<file path="config.mk">
export PLATFORM = sky130hd
export DESIGN_NAME = muldiv_unit
export DESIGN_NICKNAME = d
export VERILOG_FILES = /design/src/rtl/muldiv_pkg.sv /design/src/rtl/muldiv_ctrl.sv /design/src/rtl/muldiv_dp.sv /design/src/rtl/muldiv_unit.sv
export SDC_FILE = /design/constraint.sdc
export NUM_CORES = 1
export LEC_CHECK = 0
export ABC_AREA = 1
export BUFFER_PORTS_ARGS = -buffer_cell sky130_fd_sc_hd__buf_2
export CELL_PAD_IN_SITES_DETAIL_PLACEMENT = 0
export CELL_PAD_IN_SITES_GLOBAL_PLACEMENT = 1
export CORE_MARGIN = 2
export CORE_UTILIZATION = 30
export CTS_BUF_LIST = sky130_fd_sc_hd__clkbuf_8
export DETAILED_ROUTE_END_ITERATION = 10
export MAX_ROUTING_LAYER = met4
export PLACE_DENSITY_LB_ADDON = 0.25
export SLEW_MARGIN = 10
export SYNTH_ARGS = -nofsm -noshare
export SYNTH_HDL_FRONTEND = slang
export SYNTH_SLANG_ARGS = --single-unit
</file>
<file path="constraint.sdc">
create_clock -name clk -period 2.4 [get_ports clk]
set_clock_uncertainty 0.2 [all_clocks]
set_input_delay 0.48 -clock clk [delete_from_list [all_inputs] [get_ports clk]]
set_output_delay 0.48 -clock clk [all_outputs]
set_load 0.02 [all_outputs]
</file>
<file path="src/rtl/muldiv_pkg.sv">
package muldiv_pkg;

  typedef enum logic [1:0] {
    OP_DIVS  = 2'd0,
    OP_DIVUW = 2'd1,
    OP_DIVSW = 2'd2,
    OP_MULS  = 2'd3
  } mdOp_e;

  typedef struct packed {
    logic load;
    logic step;
    logic finish;
  } mdCtl_t;

  localparam int FLAG_N = 3;
  localparam int FLAG_Z = 2;
  localparam int FLAG_V = 1;
  localparam int FLAG_C = 0;

endpackage

</file>
<file path="src/rtl/muldiv_ctrl.sv">
module muldiv_ctrl
  import muldiv_pkg::*;
#(
  parameter int W = 16
) (
  input  logic       clk,
  input  logic       rstN,
  input  logic       start,
  input  logic [1:0] op,
  output mdCtl_t     ctl
);
  localparam int W2 = 2 * W;
  localparam int CW = $clog2(W2);

  typedef enum logic [1:0] { S_IDLE, S_RUN, S_FIN } state_e;

  state_e state;
  logic [CW-1:0] stepsLeft;
  logic wideOp;

  assign wideOp = (op == OP_DIVUW) || (op == OP_DIVSW);

  always_comb begin
    ctl.load   = (state == S_IDLE) && start;
    ctl.step   = (state == S_RUN);
    ctl.finish = (state == S_FIN);
  end

  always_ff @(posedge clk or negedge rstN) begin
    if (!rstN) begin
      state     <= S_IDLE;
      stepsLeft <= '0;
    end else begin
      case (state)
        S_IDLE: if (start) begin
          state     <= S_RUN;
          stepsLeft <= wideOp ? CW'(W2 - 1) : CW'(W - 1);
        end
        S_RUN: begin
          if (stepsLeft == '0) state <= S_FIN;
          else stepsLeft <= stepsLeft - 1'b1;
        end
        default: state <= S_IDLE;
      endcase
    end
  end
endmodule

</file>
<file path="src/rtl/muldiv_dp.sv">
module muldiv_dp
  import muldiv_pkg::*;
#(
  parameter int W = 16
) (
  input  logic         clk,
  input  logic         rstN,
  input  mdCtl_t       ctl,
  input  logic [1:0]   op,
  input  logic [W-1:0] dIn,
  input  logic [W-1:0] xIn,
  input  logic [W-1:0] yIn,
  output logic [W-1:0] dOut,
  output logic [W-1:0] xOut,
  output logic [W-1:0] yOut,
  output logic         dWe,
  output logic         xWe,
  output logic         yWe,
  output logic [3:0]   flags,
  output logic [3:0]   flagsWe,
  output logic         done
);
  localparam int W2 = 2 * W;
  localparam logic [W2-1:0] ONE2   = W2'(1);
  localparam logic [W-1:0]  ONE1   = W'(1);
  localparam logic [W2-1:0] POSMAX = (ONE2 << (W - 1)) - ONE2;
  localparam logic [W2-1:0] NEGMAX = ONE2 << (W - 1);

  function automatic logic [W-1:0] magW(input logic [W-1:0] v);
    return v[W-1] ? (~v + ONE1) : v;
  endfunction

  function automatic logic [W2-1:0] magW2(input logic [W2-1:0] v);
    return v[W2-1] ? (~v + ONE2) : v;
  endfunction

  mdOp_e opR;
  logic negQ, negR, zeroDiv;
  logic [W-1:0]  divisor, rem;
  logic [W2-1:0] acc;

  // operand preparation
  mdOp_e opIn;
  logic [W2-1:0] ldAcc;
  logic [W-1:0]  ldDiv;
  logic ldNegQ, ldNegR, ldZero;

  assign opIn = mdOp_e'(op);

  always_comb begin
    ldAcc  = '0;
    ldDiv  = '0;
    ldNegQ = 1'b0;
    ldNegR = 1'b0;
    ldZero = (xIn == '0);
    case (opIn)
      OP_DIVS: begin
        ldAcc  = {magW(dIn), {W{1'b0}}};
        ldDiv  = magW(xIn);
        ldNegQ = dIn[W-1] ^ xIn[W-1];
        ldNegR = dIn[W-1];
      end
      OP_DIVUW: begin
        ldAcc = {yIn, dIn};
        ldDiv = xIn;
      end
      OP_DIVSW: begin
        ldAcc  = magW2({yIn, dIn});
        ldDiv  = magW(xIn);
        ldNegQ = yIn[W-1] ^ xIn[W-1];
        ldNegR = yIn[W-1];
      end
      default: begin
        ldAcc  = {{W{1'b0}}, magW(dIn)};
        ldDiv  = magW(yIn);
        ldNegQ = dIn[W-1] ^ yIn[W-1];
        ldZero = 1'b0;
      end
    endcase
  end

  // one iteration
  logic [W:0]    trial, addSum;
  logic          fits;
  logic [W-1:0]  nextRem;
  logic [W2-1:0] nextAcc;

  always_comb begin
    trial   = {rem, acc[W2-1]};
    fits    = trial >= {1'b0, divisor};
    addSum  = {1'b0, acc[W2-1:W]} + (acc[0] ? {1'b0, divisor} : '0);
    nextRem = rem;
    if (opR == OP_MULS) begin
      nextAcc = {addSum, acc[W-1:1]};
    end else begin
      nextAcc = {acc[W2-2:0], fits};
      nextRem = fits ? W'(trial - {1'b0, divisor}) : trial[W-1:0];
    end
  end

  always_ff @(posedge clk or negedge rstN) begin
    if (!rstN) begin
      opR     <= OP_DIVS;
      negQ    <= 1'b0;
      negR    <= 1'b0;
      zeroDiv <= 1'b0;
      divisor <= '0;
      rem     <= '0;
      acc     <= '0;
    end else if (ctl.load) begin
      opR     <= opIn;
      negQ    <= ldNegQ;
      negR    <= ldNegR;
      zeroDiv <= ldZero;
      divisor <= ldDiv;
      rem     <= '0;
      acc     <= ldAcc;
    end else if (ctl.step) begin
      rem <= nextRem;
      acc <= nextAcc;
    end
  end

  // sign restore and flags
  logic [W2-1:0] mag, sVal;
  logic [W-1:0]  rVal;
  logic          ovf;

  always_comb begin
    mag  = (opR == OP_DIVS) ? {{W{1'b0}}, acc[W-1:0]} : acc;
    sVal = negQ ? (~mag + ONE2) : mag;
    rVal = negR ? (~rem + ONE1) : rem;
    if (opR == OP_DIVUW) ovf = (mag[W2-1:W] != '0);
    else                 ovf = negQ ? (mag > NEGMAX) : (mag > POSMAX);
  end

  always_ff @(posedge clk or negedge rstN) begin
    if (!rstN) begin
      dOut <= '0; xOut <= '0; yOut <= '0;
      dWe <= 1'b0; xWe <= 1'b0; yWe <= 1'b0;
      flags <= '0; flagsWe <= '0; done <= 1'b0;
    end else begin
      done <= ctl.finish;
      dWe <= 1'b0; xWe <= 1'b0; yWe <= 1'b0;
      flagsWe <= '0;
      if (ctl.finish) begin
        if (opR == OP_MULS) begin
          yOut <= sVal[W2-1:W];
          dOut <= sVal[W-1:0];
          yWe  <= 1'b1;
          dWe  <= 1'b1;
          flags   <= {sVal[W2-1], mag == '0, 1'b0, sVal[W-1]};
          flagsWe <= 4'b1101;
        end else if (zeroDiv) begin
          flags   <= 4'b0001;
          flagsWe <= 4'b0001;
        end else begin
          dOut <= rVal;
          dWe  <= 1'b1;
          if (opR == OP_DIVS) begin
            xOut <= sVal[W-1:0];
            xWe  <= 1'b1;
          end else begin
            yOut <= sVal[W-1:0];
            yWe  <= 1'b1;
          end
          flags   <= {sVal[W-1], mag == '0, ovf, 1'b0};
          flagsWe <= 4'b1111;
        end
      end
    end
  end
endmodule

</file>
<file path="src/rtl/muldiv_unit.sv">
module muldiv_unit
  import muldiv_pkg::*;
#(
  parameter int W = 16
) (
  input  logic         clk,
  input  logic         rstN,
  input  logic         start,
  input  logic [1:0]   op,
  input  logic [W-1:0] dIn,
  input  logic [W-1:0] xIn,
  input  logic [W-1:0] yIn,
  output logic [W-1:0] dOut,
  output logic [W-1:0] xOut,
  output logic [W-1:0] yOut,
  output logic         dWe,
  output logic         xWe,
  output logic         yWe,
  output logic [3:0]   flags,
  output logic [3:0]   flagsWe,
  output logic         done
);
  mdCtl_t ctl;

  muldiv_ctrl #(.W(W)) u_ctrl (
    .clk(clk), .rstN(rstN), .start(start), .op(op), .ctl(ctl)
  );

  muldiv_dp #(.W(W)) u_dp (
    .clk(clk), .rstN(rstN), .ctl(ctl), .op(op),
    .dIn(dIn), .xIn(xIn), .yIn(yIn),
    .dOut(dOut), .xOut(xOut), .yOut(yOut),
    .dWe(dWe), .xWe(xWe), .yWe(yWe),
    .flags(flags), .flagsWe(flagsWe), .done(done)
  );
endmodule

</file>
==> results of run 1 <==
-- final cells by class --
cell class              instances  area (µm²)  share of cell area [%]
multi-input cells            1534        8150                    52.1
well taps                     525         657                    4.20
clock inverters                14         130                   0.831
repair buffers                316        2240                    14.3
flip-flops and latches        133        3330                    21.3
inverters                     239         900                    5.75
clock buffers                  18         248                    1.58
-- flip-flops by register name, summed over array words and instances (netlist names), 2 cells and up --
register	flops
u_dp.xOut	16
u_dp.acc	32
u_dp.opR	2
u_dp.dOut	16
u_ctrl.stepsLeft	5
u_dp.flagsWe	2
u_dp.rem	16
u_dp.divisor	16
u_dp.flags	4
u_dp.yOut	16
u_ctrl.state	2
-- routing by layer --
| metal | part of all wire (%) | wire (µm) | global-route usage, % | vias up |
|---|---|---|---|---|
| met4 | 2.2 | 1120 | 5.96 | 0 |
| li1 | - | - | - | 7030 |
| met5 | 0 | 0 | - | - |
| met1 | 48 | 24500 | 35.1 | 6548 |
| met3 | 5.6 | 2850 | 2.49 | 52 |
| met2 | 45 | 22900 | 38.1 | 493 |
-- cell families (layout without fill, tap and decap cells) --
logic type      after synthesis  in the layout  share of synthesized area, %
xor+xnor                     35             35                          2.51
flops                       133            133                          27.3
compound gates              415            415                          18.8
fa+ha+maj                    46             46                          4.84
simple gates               1038           1038                          36.0
buf+inv                     323            587                          10.6
-- power breakdown --
group	internal, mW	total [mW]	switching (mW)
logic	6.07	15.1	9.07
clock network	0.791	1.92	1.13
registers	3.03	4.00	0.966
total	9.90	21.1	11.2
-- cells in the mapped netlist, types with 5 or more instances --
master	number	area (µm²)
o22ai_1	7	43.8
o211ai_1	12	90.1
nor2_1	156	586
xor2_1	26	228
nand2_2	5	31.3
nor2_4	6	67.6
a21oi_1	130	651
nand3_1	226	1130
dfrtp_1	133	3330
nand4_1	18	113
ha_1	44	551
a21boi_0	11	82.6
nand2_1	584	2190
or2_2	9	56.3
buf_4	6	45.0
clkbuf_1	45	169
o21ai_1	10	50.1
inv_1	229	860
nor2_2	11	68.8
o221ai_1	5	43.8
o21ai_0	192	961
xnor2_1	9	78.8
a31oi_1	10	62.6
inv_2	7	26.3
buf_2	24	120
nor3_1	13	65.1
a22oi_1	10	75.1
buf_1	6	22.5
-- repair_timing --
item,4_1_cts,5_1_grt
endpoints found under the setup margin,14,55
pin swaps,6,37
resized for setup,32,121
endpoints found under the hold margin,39,0
setup buffers,2,15
hold buffers,1,0
-- worst min-delay path by stage --
stage                       from              end  slack (ns)  cells past startpoint
after floorplan             rstN  u_ctrl.state[0]       -0.02                      0
after global placement      rstN    u_dp.yOut[12]        0.26                      1
after detailed placement    rstN     u_dp.yOut[9]        0.26                      1
after CTS                 xIn[9]  u_dp.divisor[9]        0.12                      5
after global routing       op[1]      u_dp.opR[1]        0.15                      3
final                     xIn[9]  u_dp.divisor[9]        0.14                      5
-- stage by stage --
step | instances | cell area (µm²) | util [%] | hold WS, ns | worst slack (ns)
2_1_floorplan | 1990 | 12200 | - | -0.0156 | 0.162
3_3_place_gp | 2729 | 14500 | 36.4 | 0.257 | -0.340
3_5_place_dp | 2729 | 14500 | 36.4 | 0.256 | -0.304
4_1_cts | 2764 | 15100 | 37.9 | 0.124 | -0.0742
5_1_grt | 2779 | 15700 | 39.2 | 0.146 | -0.115
6_report | 2779 | 15700 | 39.2 | 0.144 | 0.0196
-- cell usage in the layout, fill, tap and decap left out, drive strengths merged, types with 18 or more instances in the layout --
cell type  Yosys  layout
nand3        227     227
nor2         173     173
nand2        592     592
o21ai        205     205
clkbuf        45      18
a21oi        131     131
nand4         18      18
ha            44      44
buf           39     315
xor2          26      26
dfrtp        133     133
inv          236     247
-- critical path, delay by kind of cell, from the launching register on --
kind	cells	cell delay, ns
AOI/OAI and AO/OA	2	0.20
xor gates and xnor gates	1	0.16
adders and majority gates	1	0.19
buffers and inverters	4	0.49
DFF	1	0.49
and+or+nand+nor	4	0.57
==> run metrics, run 1 <==
status=completed; CP required=2.60 ns; # clock sinks=133; area grow syn2layout=28.3%; RSZ-0062 raised after global routing=true; initial antenna violation count=0; Tot Pwr=21.1 mW; boundary pin count=113; critical-path maximum fanout=8; critical-path cell list=buf_6 > buf_6 > inv_4 > ha_2 > nand2_2 > nor2_4 > nand4_1 > nand2_2 > xor2_2 > buf_4 > a21oi_1 > a21oi_1; GPL Wtd Cong=0.975; post-route DRC violation count=0; vias=14100; crit path DAT=2.58 ns; synth unique cells=50; number of global-route vias before repair=13000; CTS Buffer Depth=2; total core area=0.0399 mm²; TritonCTS Buffers=17; register area share after synthesis=27.3%; Async SR Flop Fraction=100%; R2R Path Start=u_dp.acc[0]; number of flops mapped to enable cells by yosys=0; Pre-Repair DR Iteration Count=6; Port Buffer Count=112; row count=73; Final ANT Viol Nets=0; Crit-path slowest cell=dfrtp_2; share of cells above drive strength 1=22.8%; max_cap viols=0; Pwr per Cell Area=1350 mW/mm²; Initial Utilization=30.6%; Top FF cell, synth=dfrtp_1; setup_tns=0 ns; Final Slew Violations=0; Post-Synthesis Cells=1990; Via-to-Cell Ratio=5.08; Hold Crit Class=input port to flip-flop; Worst Setup SP=u_dp.acc[0]; Crit path largest cell delay=0.49 ns; slew margin rel.=63.7%; post-DP HPWL=40.4 mm; peak supply drop=0.000542 V; Cell Area, Synth=0.0122 mm²; R2R setup slack=0.02 ns; period utilisation layout=99.2%; Overflow after GRT=0; worst r2r dst=u_dp.dOut[14]; number of synthesized register bits=133; H-tree Lvls=4; routed len/inst=18.5 µm; worst setup path endpoint=u_dp.dOut[14]; Mean Syn Cell Area=6.13 µm²; Fillers=4375; P_leak=8.10 nW; Final Critical Period=2.38 ns; Die Ht=206 µm; crit path kind=flip-flop to flip-flop; reg2reg path depth=12; first-pass GRT wire length=78.1 mm; CTS tree=yes; Total GRT Usage=24.9%; Worst-path clk slew=0.11 ns; Root Driver=clkbuf_8; fmax=420 MHz; post-synthesis net count=2089; Antenna diodes=0; synth warn=0; Nets=2340; CP startpoint kind=flip-flop; Die Footprint=0.0423 mm²; Worst-Margin Slew=0.539 ns; DR iter-0 viols=1207; Clk Latency, worst-skew pair=0.49 ns; CP endpoint kind=flip-flop; Final Hold Vio Count=0; Die Span X=206 µm; WL final=51.3 mm; final setup vio count=0; maximum number of pins on one net before global-route repair=75
Note: power is estimated with default switching activity, not from simulation.
==> inputs of run 2 (changes only) <==
--- a/config.mk
+++ b/config.mk
@@ -12,9 +12,11 @@
 export CORE_MARGIN = 2
 export CORE_UTILIZATION = 30
 export CTS_BUF_LIST = sky130_fd_sc_hd__clkbuf_8
+export CTS_CLUSTER_SIZE = 12
 export DETAILED_ROUTE_END_ITERATION = 10
 export MAX_ROUTING_LAYER = met4
 export PLACE_DENSITY_LB_ADDON = 0.25
+export SETUP_SLACK_MARGIN = 0.4
 export SLEW_MARGIN = 10
 export SYNTH_ARGS = -nofsm -noshare
 export SYNTH_HDL_FRONTEND = slang
==> run metrics, run 2 (same netlist as run 1, synthesis figures left out) <==
Overflow after GRT=0; largest register by flop count=u_dp.acc; total core area=0.0399 mm²; share of cells above drive strength 1=30.3%; H-tree Lvls=4; Finished Cell Area=0.0168 mm²; # clock sinks=133; crit path kind=flip-flop to flip-flop; post-route DRC violation count=0; TritonCTS Buffers=17; max_cap viols=0; Seq. cell area=0.00335 mm²; maximum number of pins on one net before global-route repair=57; Hold Crit Class=input port to flip-flop; row count=73; commonest non-fill, non-tap cells in the layout=nand2_1 (521), inv_1 (194), buf_4 (183); first-pass GRT wire length=78.4 mm; Worst-Margin Slew=0.611 ns; worst min-delay path startpoint=xIn[0]; internal power=11.4 mW; clock power share=8.3%; Root Driver=clkbuf_8; Via-to-Cell Ratio=5.14; sw frac=52.8%; Die Footprint=0.0423 mm²; boundary pin count=113; R2R Path Start=u_dp.divisor[0]; Final ANT Viol Nets=0; Worst Setup SP=u_dp.divisor[0]; RSZ-0062 raised after global routing=true; WL final=51.6 mm; placed cell areas=0.0144 mm²; slew margin rel.=58.9%; CTS Buffer Depth=2; number of global-route vias before repair=13500; routed wl met3=2.76 mm; critical-path maximum fanout=3; Inst Count DP=2674; fmax=441 MHz; GPL Wtd Cong=0.913; period utilisation layout=94.6%; WL met1=24.1 mm; Nets=2354; CP startpoint kind=flip-flop; Die Ht=206 µm; CTS tree=yes; Pwr per Cell Area=1440 mW/mm²; CP required=2.58 ns; Worst-path clk slew=0.09 ns; area grow syn2layout=37.9%; final setup vio count=0; Initial Utilization=30.6%; peak supply drop=0.000642 V; post-route insts no fill=2793; Final Slew Violations=0; Final Hold Vio Count=0; post-DP HPWL=39.5 mm; vias=14400; highest metal used=met4; Pre-Repair DR Iteration Count=8; initial antenna violation count=0; Combinational Power Share=74.2%; Port Buffer Count=112; status=completed; CP endpoint kind=flip-flop; Setup WS post-layout=0.130 ns; commonest non-fill, non-tap cell in the layout=nand2_1; Total GRT Usage=25.0%; routed len/inst=18.5 µm; met2 wire length=23.0 mm; Die Span X=206 µm; Post-Place Setup Slack=-0.00546 ns; Reg power frac=17.5%; max reg flops=32; Antenna diodes=0; Fillers=4301; Clk Latency, worst-skew pair=0.49 ns; Final Critical Period=2.27 ns; setup_tns=0 ns; Sw Pwr=12.8 mW; P_leak=8.36 nW; crit path DAT=2.45 ns; DR iter-0 viols=1290; multi-input logic area=0.00905 mm²
==> run 2: routing by layer <==
metal | up-vias | global-route usage [%]
li1 | 7062 | -
met1 | 6771 | 34.4
met2 | 437 | 37.9
met3 | 80 | 2.95
met4 | 0 | 8.58
met5 | - | -
==> run 2: power by group through the flow <==
stage	clock network [mW]	logic (mW)	registers [mW]
2_1_floorplan	0	8.83	3.80
3_3_place_gp	0	13.0	4.10
3_5_place_dp	0	13.0	4.12
4_1_cts	2.04	15.8	4.16
5_1_grt	2.14	19.6	4.31
6_report	2.02	18.0	4.24
==> run 2: final timing paths <==
| check | to | slack [ns] | depth (start not counted) |
|---|---|---|---|
| hold / removal | u_dp.divisor[0] | 0.15 | 3 |
| max in group asynchronous | u_dp.rem[4] | 1.05 | 3 |
| min in group asynchronous | u_dp.dWe | 0.29 | 2 |
| hold reg to reg | u_dp.yOut[4] | 0.28 | 2 |
| setup reg to reg | u_dp.acc[31] | 0.13 | 14 |
| setup / recovery | u_dp.acc[31] | 0.13 | 14 |
==> run 2: repair_timing <==
action / CTS / global route
gates resized for setup: 228 / 148
setup buffers: 48 / 36
cloned: 2 / 0
hold buffers: 1 / 0
setup endpoints to repair: 68 / 91
pin swaps: 86 / 96
hold endpoints to repair: 43 / 0
==> run 2: final cells by class <==
type	count	area share (%)
Clock buffer	17	1.39
Clock inverter	15	0.975
Inverter	239	5.51
Multi-Input combinational cell	1535	53.8
Sequential cell	133	19.9
Tap cell	525	3.91
Timing Repair Buffer	329	14.5
==> run 2: metrics by stage <==
| stage | hold WS, ns | utilization (%) | power, mW |
|---|---|---|---|
| after CTS | 0.133 | 40.0 | 22.0 |
| after detailed placement | 0.253 | 36.1 | 17.1 |
| after floorplan | -0.0156 | - | 12.6 |
| final | 0.148 | 42.1 | 24.3 |
| after global routing | 0.136 | 42.1 | 26.1 |
| after global placement | 0.256 | 36.1 | 17.1 |
==> run 2: worst max-delay path, cell delays in order (launching register included) <==
cell and delay, ns:
dfrtp_2 0.47, nand2_2 0.09, inv_2 0.04, ha_4 0.15
fa_2 0.38, nand3_2 0.09, nand2_4 0.06, nand4_1 0.13
nand3_1 0.12, nand2_1 0.11, nand3_2 0.08, nand3_2 0.07
nand2_1 0.04, nand2_1 0.07, nand2_1 0.05
